`config.mk`:
```
export PLATFORM = sky130hd
export DESIGN_NAME = pdw_top
export DESIGN_NICKNAME = d
export VERILOG_FILES = /design/src/rtl/pdw_pkg.sv /design/src/rtl/pdw_pinedge.sv /design/src/rtl/pdw_datapath.sv /design/src/rtl/pdw_ctrl.sv /design/src/rtl/pdw_top.sv
export SDC_FILE = /design/constraint.sdc
export NUM_CORES = 1
export LEC_CHECK = 0
export ABC_AREA = 1
export ABC_CLOCK_PERIOD_IN_PS = 1800
export BUFFER_PORTS_ARGS = -buffer_cell sky130_fd_sc_hd__buf_2
export CAP_MARGIN = 20
export CORE_UTILIZATION = 45
export DETAILED_ROUTE_END_ITERATION = 6
export PLACE_DENSITY = 0.66
export SLEW_MARGIN = 20
export SYNTH_ARGS = -nofsm -noshare
export SYNTH_HDL_FRONTEND = slang
export SYNTH_SLANG_ARGS = --single-unit
export TNS_END_PERCENT = 100
```
`constraint.sdc`:
```
create_clock -name clk -period 1.8 [get_ports clk]
set_input_delay 0.36 -clock clk [delete_from_list [all_inputs] [get_ports clk]]
set_output_delay 0.36 -clock clk [all_outputs]
set_load 0.03 [all_outputs]
```
`src/rtl/pdw_pkg.sv`:
```
package pdw_pkg;

  typedef enum logic [1:0] {
    SEQ_RUN,
    SEQ_HALT,
    SEQ_SETTLE,
    SEQ_VECTOR
  } seqState_t;

  // strobes from control to datapath
  typedef struct packed {
    logic captureBlock;  // halt entry: remember requests already pending
    logic captureWake;   // wake edge: remember waking requests, clear delay counter
    logic cntRun;        // settling delay advances
    logic latchVec;      // end of delay: freeze the vector index
  } seqStrobe_t;

endpackage

```
`src/rtl/pdw_pinedge.sv`:
```
module pdw_pinedge #(
  parameter int PINS = 8
) (
  input  logic            clk,
  input  logic            rstN,
  input  logic [PINS-1:0] pinsAsync,
  output logic [PINS-1:0] pinFall
);

  for (genvar p = 0; p < PINS; p++) begin : gPin
    logic meta, sync, prev;
    always_ff @(posedge clk or negedge rstN) begin
      if (!rstN) begin
        meta <= 1'b1;
        sync <= 1'b1;
        prev <= 1'b1;
      end else begin
        meta <= pinsAsync[p];
        sync <= meta;
        prev <= sync;
      end
    end
    assign pinFall[p] = prev & ~sync;
  end

endmodule

```
`src/rtl/pdw_datapath.sv`:
```
module pdw_datapath
  import pdw_pkg::*;
#(
  parameter int PINS  = 8,
  parameter int NIRQ  = 4,
  parameter int DELAY = 1024
) (
  input  logic                  clk,
  input  logic                  rstN,
  input  seqStrobe_t            strobe,
  input  logic [PINS-1:0]       pinFall,
  input  logic [PINS-1:0]       pinWakeEn,
  input  logic [NIRQ-1:0]       irqReq,
  input  logic [NIRQ-1:0]       irqEn,
  input  logic                  stackFull,
  output logic                  wakeEvt,
  output logic                  cntDone,
  output logic                  vecOk,
  output logic [$clog2(NIRQ > 1 ? NIRQ : 2)-1:0] vecIdx
);

  localparam int CNTW = $clog2(DELAY + 1);
  localparam int IDXW = $clog2(NIRQ > 1 ? NIRQ : 2);

  logic [NIRQ-1:0] blockMask;
  logic [NIRQ-1:0] wakeMask;
  logic [NIRQ-1:0] cand;
  logic [CNTW-1:0] cnt;
  logic [IDXW-1:0] candIdx;

  // a request pending at halt entry stays blocked until it drops
  always_ff @(posedge clk or negedge rstN) begin
    if (!rstN)                     blockMask <= '0;
    else if (strobe.captureBlock)  blockMask <= irqReq;
    else                           blockMask <= blockMask & irqReq;
  end

  assign wakeEvt = (|(pinFall & pinWakeEn)) | (|(irqReq & ~blockMask));

  always_ff @(posedge clk or negedge rstN) begin
    if (!rstN) begin
      wakeMask <= '0;
      cnt      <= '0;
    end else if (strobe.captureWake) begin
      wakeMask <= irqReq & ~blockMask;
      cnt      <= '0;
    end else if (strobe.cntRun) begin
      cnt      <= cnt + 1'b1;
    end
  end

  assign cntDone = (cnt == CNTW'(DELAY - 1));
  assign cand    = wakeMask & irqEn;
  assign vecOk   = (|cand) & ~stackFull;

  always_comb begin
    candIdx = '0;
    for (int i = NIRQ - 1; i >= 0; i--) begin
      if (cand[i]) candIdx = IDXW'(i);
    end
  end

  always_ff @(posedge clk or negedge rstN) begin
    if (!rstN)                vecIdx <= '0;
    else if (strobe.latchVec) vecIdx <= candIdx;
  end

endmodule

```
`src/rtl/pdw_ctrl.sv`:
```
module pdw_ctrl
  import pdw_pkg::*;
(
  input  logic       clk,
  input  logic       rstN,
  input  logic       haltReq,
  input  logic       wakeEvt,
  input  logic       cntDone,
  input  logic       vecOk,
  output seqStrobe_t strobe,
  output logic       clkRun,
  output logic       resumeNext,
  output logic       takeIrq
);

  seqState_t state, stateNxt;

  always_comb begin
    stateNxt = state;
    strobe   = '0;
    unique case (state)
      SEQ_RUN: begin
        if (haltReq) begin
          stateNxt            = SEQ_HALT;
          strobe.captureBlock = 1'b1;
        end
      end
      SEQ_HALT: begin
        if (wakeEvt) begin
          stateNxt           = SEQ_SETTLE;
          strobe.captureWake = 1'b1;
        end
      end
      SEQ_SETTLE: begin
        strobe.cntRun = 1'b1;
        if (cntDone) begin
          strobe.latchVec = 1'b1;
          stateNxt        = vecOk ? SEQ_VECTOR : SEQ_RUN;
        end
      end
      SEQ_VECTOR: stateNxt = SEQ_RUN;
      default:    stateNxt = SEQ_RUN;
    endcase
  end

  always_ff @(posedge clk or negedge rstN) begin
    if (!rstN) begin
      state      <= SEQ_RUN;
      resumeNext <= 1'b0;
      takeIrq    <= 1'b0;
    end else begin
      state      <= stateNxt;
      resumeNext <= (state == SEQ_SETTLE) && cntDone && !vecOk;
      takeIrq    <= (state == SEQ_VECTOR);
    end
  end

  assign clkRun = (state != SEQ_HALT);

endmodule

```
`src/rtl/pdw_top.sv`:
```
module pdw_top
  import pdw_pkg::*;
#(
  parameter int PINS  = 8,
  parameter int NIRQ  = 4,
  parameter int DELAY = 1024,
  localparam int IDXW = $clog2(NIRQ > 1 ? NIRQ : 2)
) (
  input  logic            clk,
  input  logic            rstN,
  input  logic            haltReq,
  input  logic [PINS-1:0] portPins,
  input  logic [PINS-1:0] pinWakeEn,
  input  logic [NIRQ-1:0] irqReq,
  input  logic [NIRQ-1:0] irqEn,
  input  logic            stackFull,
  output logic            clkRun,
  output logic            resumeNext,
  output logic            takeIrq,
  output logic [IDXW-1:0] irqIdx
);

  seqStrobe_t      strobe;
  logic [PINS-1:0] pinFall;
  logic            wakeEvt, cntDone, vecOk;

  pdw_pinedge #(.PINS(PINS)) uEdge (
    .clk(clk), .rstN(rstN), .pinsAsync(portPins), .pinFall(pinFall)
  );

  pdw_datapath #(.PINS(PINS), .NIRQ(NIRQ), .DELAY(DELAY)) uDp (
    .clk(clk), .rstN(rstN), .strobe(strobe), .pinFall(pinFall),
    .pinWakeEn(pinWakeEn), .irqReq(irqReq), .irqEn(irqEn),
    .stackFull(stackFull), .wakeEvt(wakeEvt), .cntDone(cntDone),
    .vecOk(vecOk), .vecIdx(irqIdx)
  );

  pdw_ctrl uCtrl (
    .clk(clk), .rstN(rstN), .haltReq(haltReq), .wakeEvt(wakeEvt),
    .cntDone(cntDone), .vecOk(vecOk), .strobe(strobe), .clkRun(clkRun),
    .resumeNext(resumeNext), .takeIrq(takeIrq)
  );

endmodule

```
# Yosys cells after proc, flatten, opt, wreduce, memory -nomap -nowiden

Cells that the tools add are included.

Bits in latches: 0
Memories kept: 0
Memory bits (read-only): 0
Flip-flop bits (word level): 49
Output and inout bits: 5
Input port bits: 28
Bits in writable memories: 0
Logic and storage cells: 91

Muxes and demuxes: 18
Order comparisons: 0
Add/sub/neg operators: 1
Div/mod/pow operators: 0
Reduce and logical (&&, ||, !) cells: 9
$mul: 0
Equal/unequal tests: 8
Shifts and indexed selects: 0
Bitwise gates (word level): 24

Operator list:

| operator              | count |
|---|---|
| $mux 11               | 2 |
| $mux 2                | 9 |
| $and 4x4->4           | 3 |
| $add 11x1->11 const B | 1 |
| $eq 11x10->1 const B  | 1 |
| $and 1x1->1           | 9 |
| $not 1->1             | 9 |
| $and 8x8->8           | 1 |
| $pmux 2 s4            | 1 |
| $reduce_or 4->1       | 2 |
| $reduce_or 8->1       | 1 |
| $ne 2x1->1 const B    | 3 |
| $mux 1                | 5 |
| $eq 2x2->1 const B    | 2 |
| $mux 4                | 1 |
| $not 4->4             | 1 |
| $reduce_and 3->1      | 1 |
| $eq 2x1->1 const B    | 1 |
| $logic_and 1x1->1     | 2 |
| $logic_not 2->1       | 1 |
| $ne 2x2->1 const B    | 1 |
| $reduce_bool 2->1     | 1 |
| $logic_not 1->1       | 1 |
| $or 1x1->1            | 1 |

# Depth between registers and ports, before layout

Depth after elaboration: 8
Mapped depth: 9
Gate-level depth less buffers: 8

# Hierarchy

Synthesis repeated with hierarchy kept, for this count alone.

Cell total of the unflattened synthesis: 217
Area, all modules: 2054.5 µm²

By module, submodules not included:

| module       | cells an instance | area an instance (µm²) | times used | seq. area each (µm²) |
|---|---|---|---|---|
| pdw_datapath | 147               | 1118.6                 | 1          | 525.5 |
| pdw_pinedge  | 40                | 710.7                  | 1          | 630.6 |
| pdw_ctrl     | 30                | 225.2                  | 1          | 100.1 |

# Least setup slack after synthesis

Ideal clock, no wire load.

Path kind: reg2reg
From: reg uEdge.gPin[1].sync
To: reg uDp.cnt[7]
Data required time: 1.735 ns
Stages on the path, launching flop included: 10
Period minus slack after synthesis: 1.281 ns
Arrival: 1.216 ns
Slack: 0.519 ns
Library setup time: 0.065 ns
Path buffers: 1
Cell sequence: dfstp_2 > inv_1 > nand3_1 > nand2_1 > nor2_1 > nand3_2 > nand2_4 > buf_6 > nand3_1 > nand2_1

Cells in the longest elaborated chain, start to end: 8
Elaborated cells on any way between the ends: 9
Those cells by class: mux (3); bitwise (4); reduce/logical (2)

RTL lines:

| item                                         | line               | RTL |
|---|---|---|
| from (decl)                                  | pdw_pinedge.sv:11  | `logic meta, sync, prev;` |
| from (signal assigned)                       | pdw_pinedge.sv:19  | `sync <= meta;` |
| $not 1->1 *                                  | pdw_pinedge.sv:23  | `assign pinFall[p] = prev & ~sync;` |
| $and 1x1->1 *                                | pdw_pinedge.sv:23  |  |
| $and 8x8->8 *                                | pdw_datapath.sv:38 | `assign wakeEvt = (\|(pinFall & pinWakeEn)) \| (\|(irqReq & ~blockMask));` |
| $reduce_or 8->1 *                            | pdw_datapath.sv:38 |  |
| $or 1x1->1 *                                 | pdw_datapath.sv:38 |  |
| $mux 1 *                                     | pdw_ctrl.sv:29     | `if (wakeEvt) begin` |
| $mux 1 *                                     | pdw_ctrl.sv:21     | `unique case (state)` |
| $mux 11 or $reduce_bool 2->1 (tied branches) | --                 |  |
| to (signal assigned)                         | pdw_datapath.sv:48 | `cnt <= cnt + 1'b1;` |
| to (decl)                                    | pdw_datapath.sv:28 | `logic [CNTW-1:0] cnt;` |

Mark *: on every way between the ends. The rest lies on a longest branch, timed or not.
A chain may end at the register's enable or synchronous reset.

# Final worst setup path

From: reg uCtrl.state[0]
To: out clkRun

Cells in the longest elaborated chain, start to end: 1

RTL lines:

| item                   | line           | RTL |
|---|---|---|
| from (decl)            | pdw_ctrl.sv:16 | `seqState_t state, stateNxt;` |
| from (signal assigned) | pdw_ctrl.sv:52 | `state <= stateNxt;` |
| $ne 2x1->1             | pdw_ctrl.sv:58 | `assign clkRun = (state != SEQ_HALT);` |
| to (decl)              | pdw_top.sv:17  | `output logic clkRun,` |

No other way between the ends.

==> results.py <==
metrics = {
    "logic_synthesis": {
        "ys_ff_latch": 49,
        "synth_compound_area_frac": 0.0457,
        "post-synth-top-count-cell": "nand2_1",
        "synth_commonest_cells": "51 x nand2_1, 25 x dfrtp_1, 25 x inv_1, 25 x nand3_1, 24 x dfstp_2",
        "synth_top_family_by_area": "simple AND/OR/NAND/NOR gates",
        "synthXorXnorAreaFrac": 0.0130,
        "yosysSeqAreaShare": 0.619,
        "yosys.area_share.adder": 0.00617,
        "synthArstFlopShare": 1.00,
        "yosys.area_share.simple": 0.252,
        "syn_area_um2": 2030,
        "synthMuxAreaShare": 0,
        "synth.distinct_cells": 27,
        "netlist.top_cell.by_area": "dfstp_2",
        "netlist_instances": 206,
        "synth_top_area_frac": 0.311,
        "synth_flop_cell": "dfrtp_1",
        "yosys_warnings": 0,
        "synth_edf_count": 0,
        "syn-num-nets": 235,
        "synthTopCellsByArea": "dfstp_2 31%, dfrtp_1 31%, nand2_1 9.4%",
        "avgSynthCellArea_um2": 9.85,
    },
    "sta": {
        "finalHoldViolCount": 0,
        "finalSetupViolations": 0,
        "rsz0062_at_grt": "no",
        "layout_worst_path_cycle_share": 0.900,
        "worst_slew_pin_slew_ns": 0.266,
        "finalCriticalPeriod_ns": 1.62,
        "slew_violations": 0,
        "skew_ns": 0.00678,
        "fmax_ghz": 0.617,
        "tns_ns": 0,
        "fin_hold_ws_ns": 0.00295,
        "relSlewSlack": 0.822,
    },
    "global_route": {
        "grt_busiest_layer": "met2",
        "met2_usage": 0.250,
        "grt_util_met3": 0.0322,
        "grt_start_max_net_pins": 28,
        "grt_pass1_vias": 1390,
        "grt_use_met1": 0.217,
        "overflow": 0,
        "antenna_found_initial": 0,
        "grtUsageTotal": 0.160,
        "grt_pass1_wl_um": 6050,
    },
    "floorplanning": {
        "fp.dieW_um": 69.1,
        "die_h_um": 69.1,
        "io_pins": 33,
        "initial_core_util": 0.466,
        "row_count": 24,
        "die_area_um2": 4780,
        "core_um2": 4350,
    },
    "critical_path": {
        "startpoint_type": "flop",
        "cp-startpoint": "uCtrl.state[0]",
        "required_ns": 1.44,
        "crit_top_cell": "inv_1",
        "crit_fanout": 4,
        "path_cells": "inv_1 -> nor2_2 -> inv_1 -> buf_2",
        "crit_buf_inv": 3,
        "critPathMaxStageDelay_ns": 0.44,
        "crit_path_end_kind": "output pin",
        "slowest_stage": "dfrtp_1",
        "crit_type": "reg -> out",
        "reg2reg_from": "uEdge.gPin[7].sync",
        "arrival_ns": 1.26,
        "cp_top_family": "flip-flops",
    },
    "place": {
        "hpwl_um": 2580,
        "dpl-instance-area_um2": 2260,
        "portBuffers": 32,
        "place_congestion": 0.801,
        "placedCellCount": 290,
    },
    "cts": {
        "cts_tree": "done",
        "clk_latency_ns": 0.30,
        "cts_buffer_depth": 2,
        "cts_resized": 0,
        "htreeDepth": 2,
        "cts.reportedPaths.clkPinSlew_ns": 0.09,
        "postCtsHoldBufs": 0,
        "cts_made_buffers": 5,
        "postCtsSetupBuffers": 0,
        "clock_sinks": 49,
        "cts-root-buf": "clkbuf_8",
    },
    "drt": {
        "route.detailed.drc": 0,
        "ant_nets": 0,
        "drt_wl_total_um": 3430,
        "routedWlPerCell_um": 11.5,
        "vias_per_cell": 4.73,
        "first_pass_iters": 4,
        "drt_iter0_markers": 101,
        "num_vias": 1410,
    },
    "pwr": {
        "pwr-share-clk": 0.232,
        "leakagePower_uw": 0.00117,
        "comb_power_share": 0.251,
        "seqPwrFrac": 0.516,
        "switchingPower_uw": 925,
        "intPower_uw": 1790,
        "switching_share": 0.341,
        "totalPowerFinal_uw": 2710,
        "powerDensity_nw_per_um2": 1150,
        "vdd_drop_max_mv": 0.658,
    },
    "min_path": {
        "hp-class": "in -> async",
    },
    "cells_and_area": {
        "antenna_cells": 0,
        "layout.cells.non_filler": 298,
        "layout-drive-gt1-share": 0.333,
        "synthToLayoutAreaGrowth_pct": 15.9,
        "nFillCells": 415,
        "fin_area_um2": 2350,
        "fin_nets": 274,
    },
    "job": {
        "drv_cap": 0,
    },
    "status": {
        "status": "finished, final reports clean",
    },
}
==> worst paths after layout <==
kind	endpoint	slack [ns]	cells past startpoint
max	clkRun	0.18	4
min	uCtrl.state[0]	0.003	2
min in group clk	uEdge.gPin[7].meta	0.15	1
max in group asynchronous	uEdge.gPin[4].meta	1.46	2
max reg2reg	uDp.cnt[2]	0.35	7
min reg2reg	uEdge.gPin[4].sync	0.36	0
==> routing by layer <==
metal	wire length (um)	part of all wire
met5	0	0
met3	133	0.039
met1	1680	0.49
met2	1560	0.45
met4	56	0.016
==> per-stage QoR <==
step,utilization,worst slack (ns)
finish,0.540,0.180
global route,0.540,0.113
CTS,0.540,0.179
detailed placement,0.520,0.334
global placement,0.520,0.399
floorplan,-,0.519
==> sequential cells by signal, indices dropped and copies added (netlist names) <==
| signal | cells |
|---|---|
| uEdge.gPin.sync | 8 |
| uDp.cnt | 11 |
| uDp.vecIdx | 2 |
| uCtrl.takeIrq | 1 |
| uDp.wakeMask | 4 |
| uCtrl.resumeNext | 1 |
| uEdge.gPin.meta | 8 |
| uEdge.gPin.prev | 8 |
| uCtrl.state | 2 |
| uDp.blockMask | 4 |
==> cell type report <==
class | instances | area [um2] | area share
sequential | 49 | 1260 | 0.535
tap | 52 | 65.1 | 0.0277
inverter | 28 | 105 | 0.0447
multi-input combinational | 126 | 643 | 0.274
timing repair buffer | 35 | 195 | 0.0831
clock inverter | 2 | 12.5 | 0.00532
clock buffer | 6 | 72.6 | 0.0309
==> layout by cell type (no fill, tap or decap), types with 2 or more instances in the layout <==
master	instances
dfrtp_1	25
o21ai_1	4
nand3b_1	2
inv_4	2
nand3_1	25
nand4_1	3
dfstp_2	24
nor2_2	3
nand3_2	3
a21oi_2	2
buf_2	32
inv_2	3
o21ai_0	4
nor2_4	3
a21boi_0	4
inv_1	25
buf_4	2
nor2_1	13
xor2_1	2
clkbuf_8	5
nand2_1	51
==> power groups by stage <==
| stage | clock (uW) | sequential (uW) | combinational [uW] |
|---|---|---|---|
| 2_1_floorplan | 0 | 1400 | 514 |
| 3_3_place_gp | 0 | 1420 | 678 |
| 3_5_place_dp | 0 | 1420 | 689 |
| 4_1_cts | 648 | 1400 | 691 |
| 5_1_grt | 700 | 1420 | 785 |
| 6_report | 630 | 1400 | 682 |
==> cell families after synthesis <==
group,Yosys count
XOR/XNOR,3
buffers and inverters,31
AND/OR/NAND/NOR,107
AO/OA/AOI/OAI,15
flip-flops,49
adder cells (fa/ha/maj),1
Note: power is estimated with default switching activity, not from simulation.
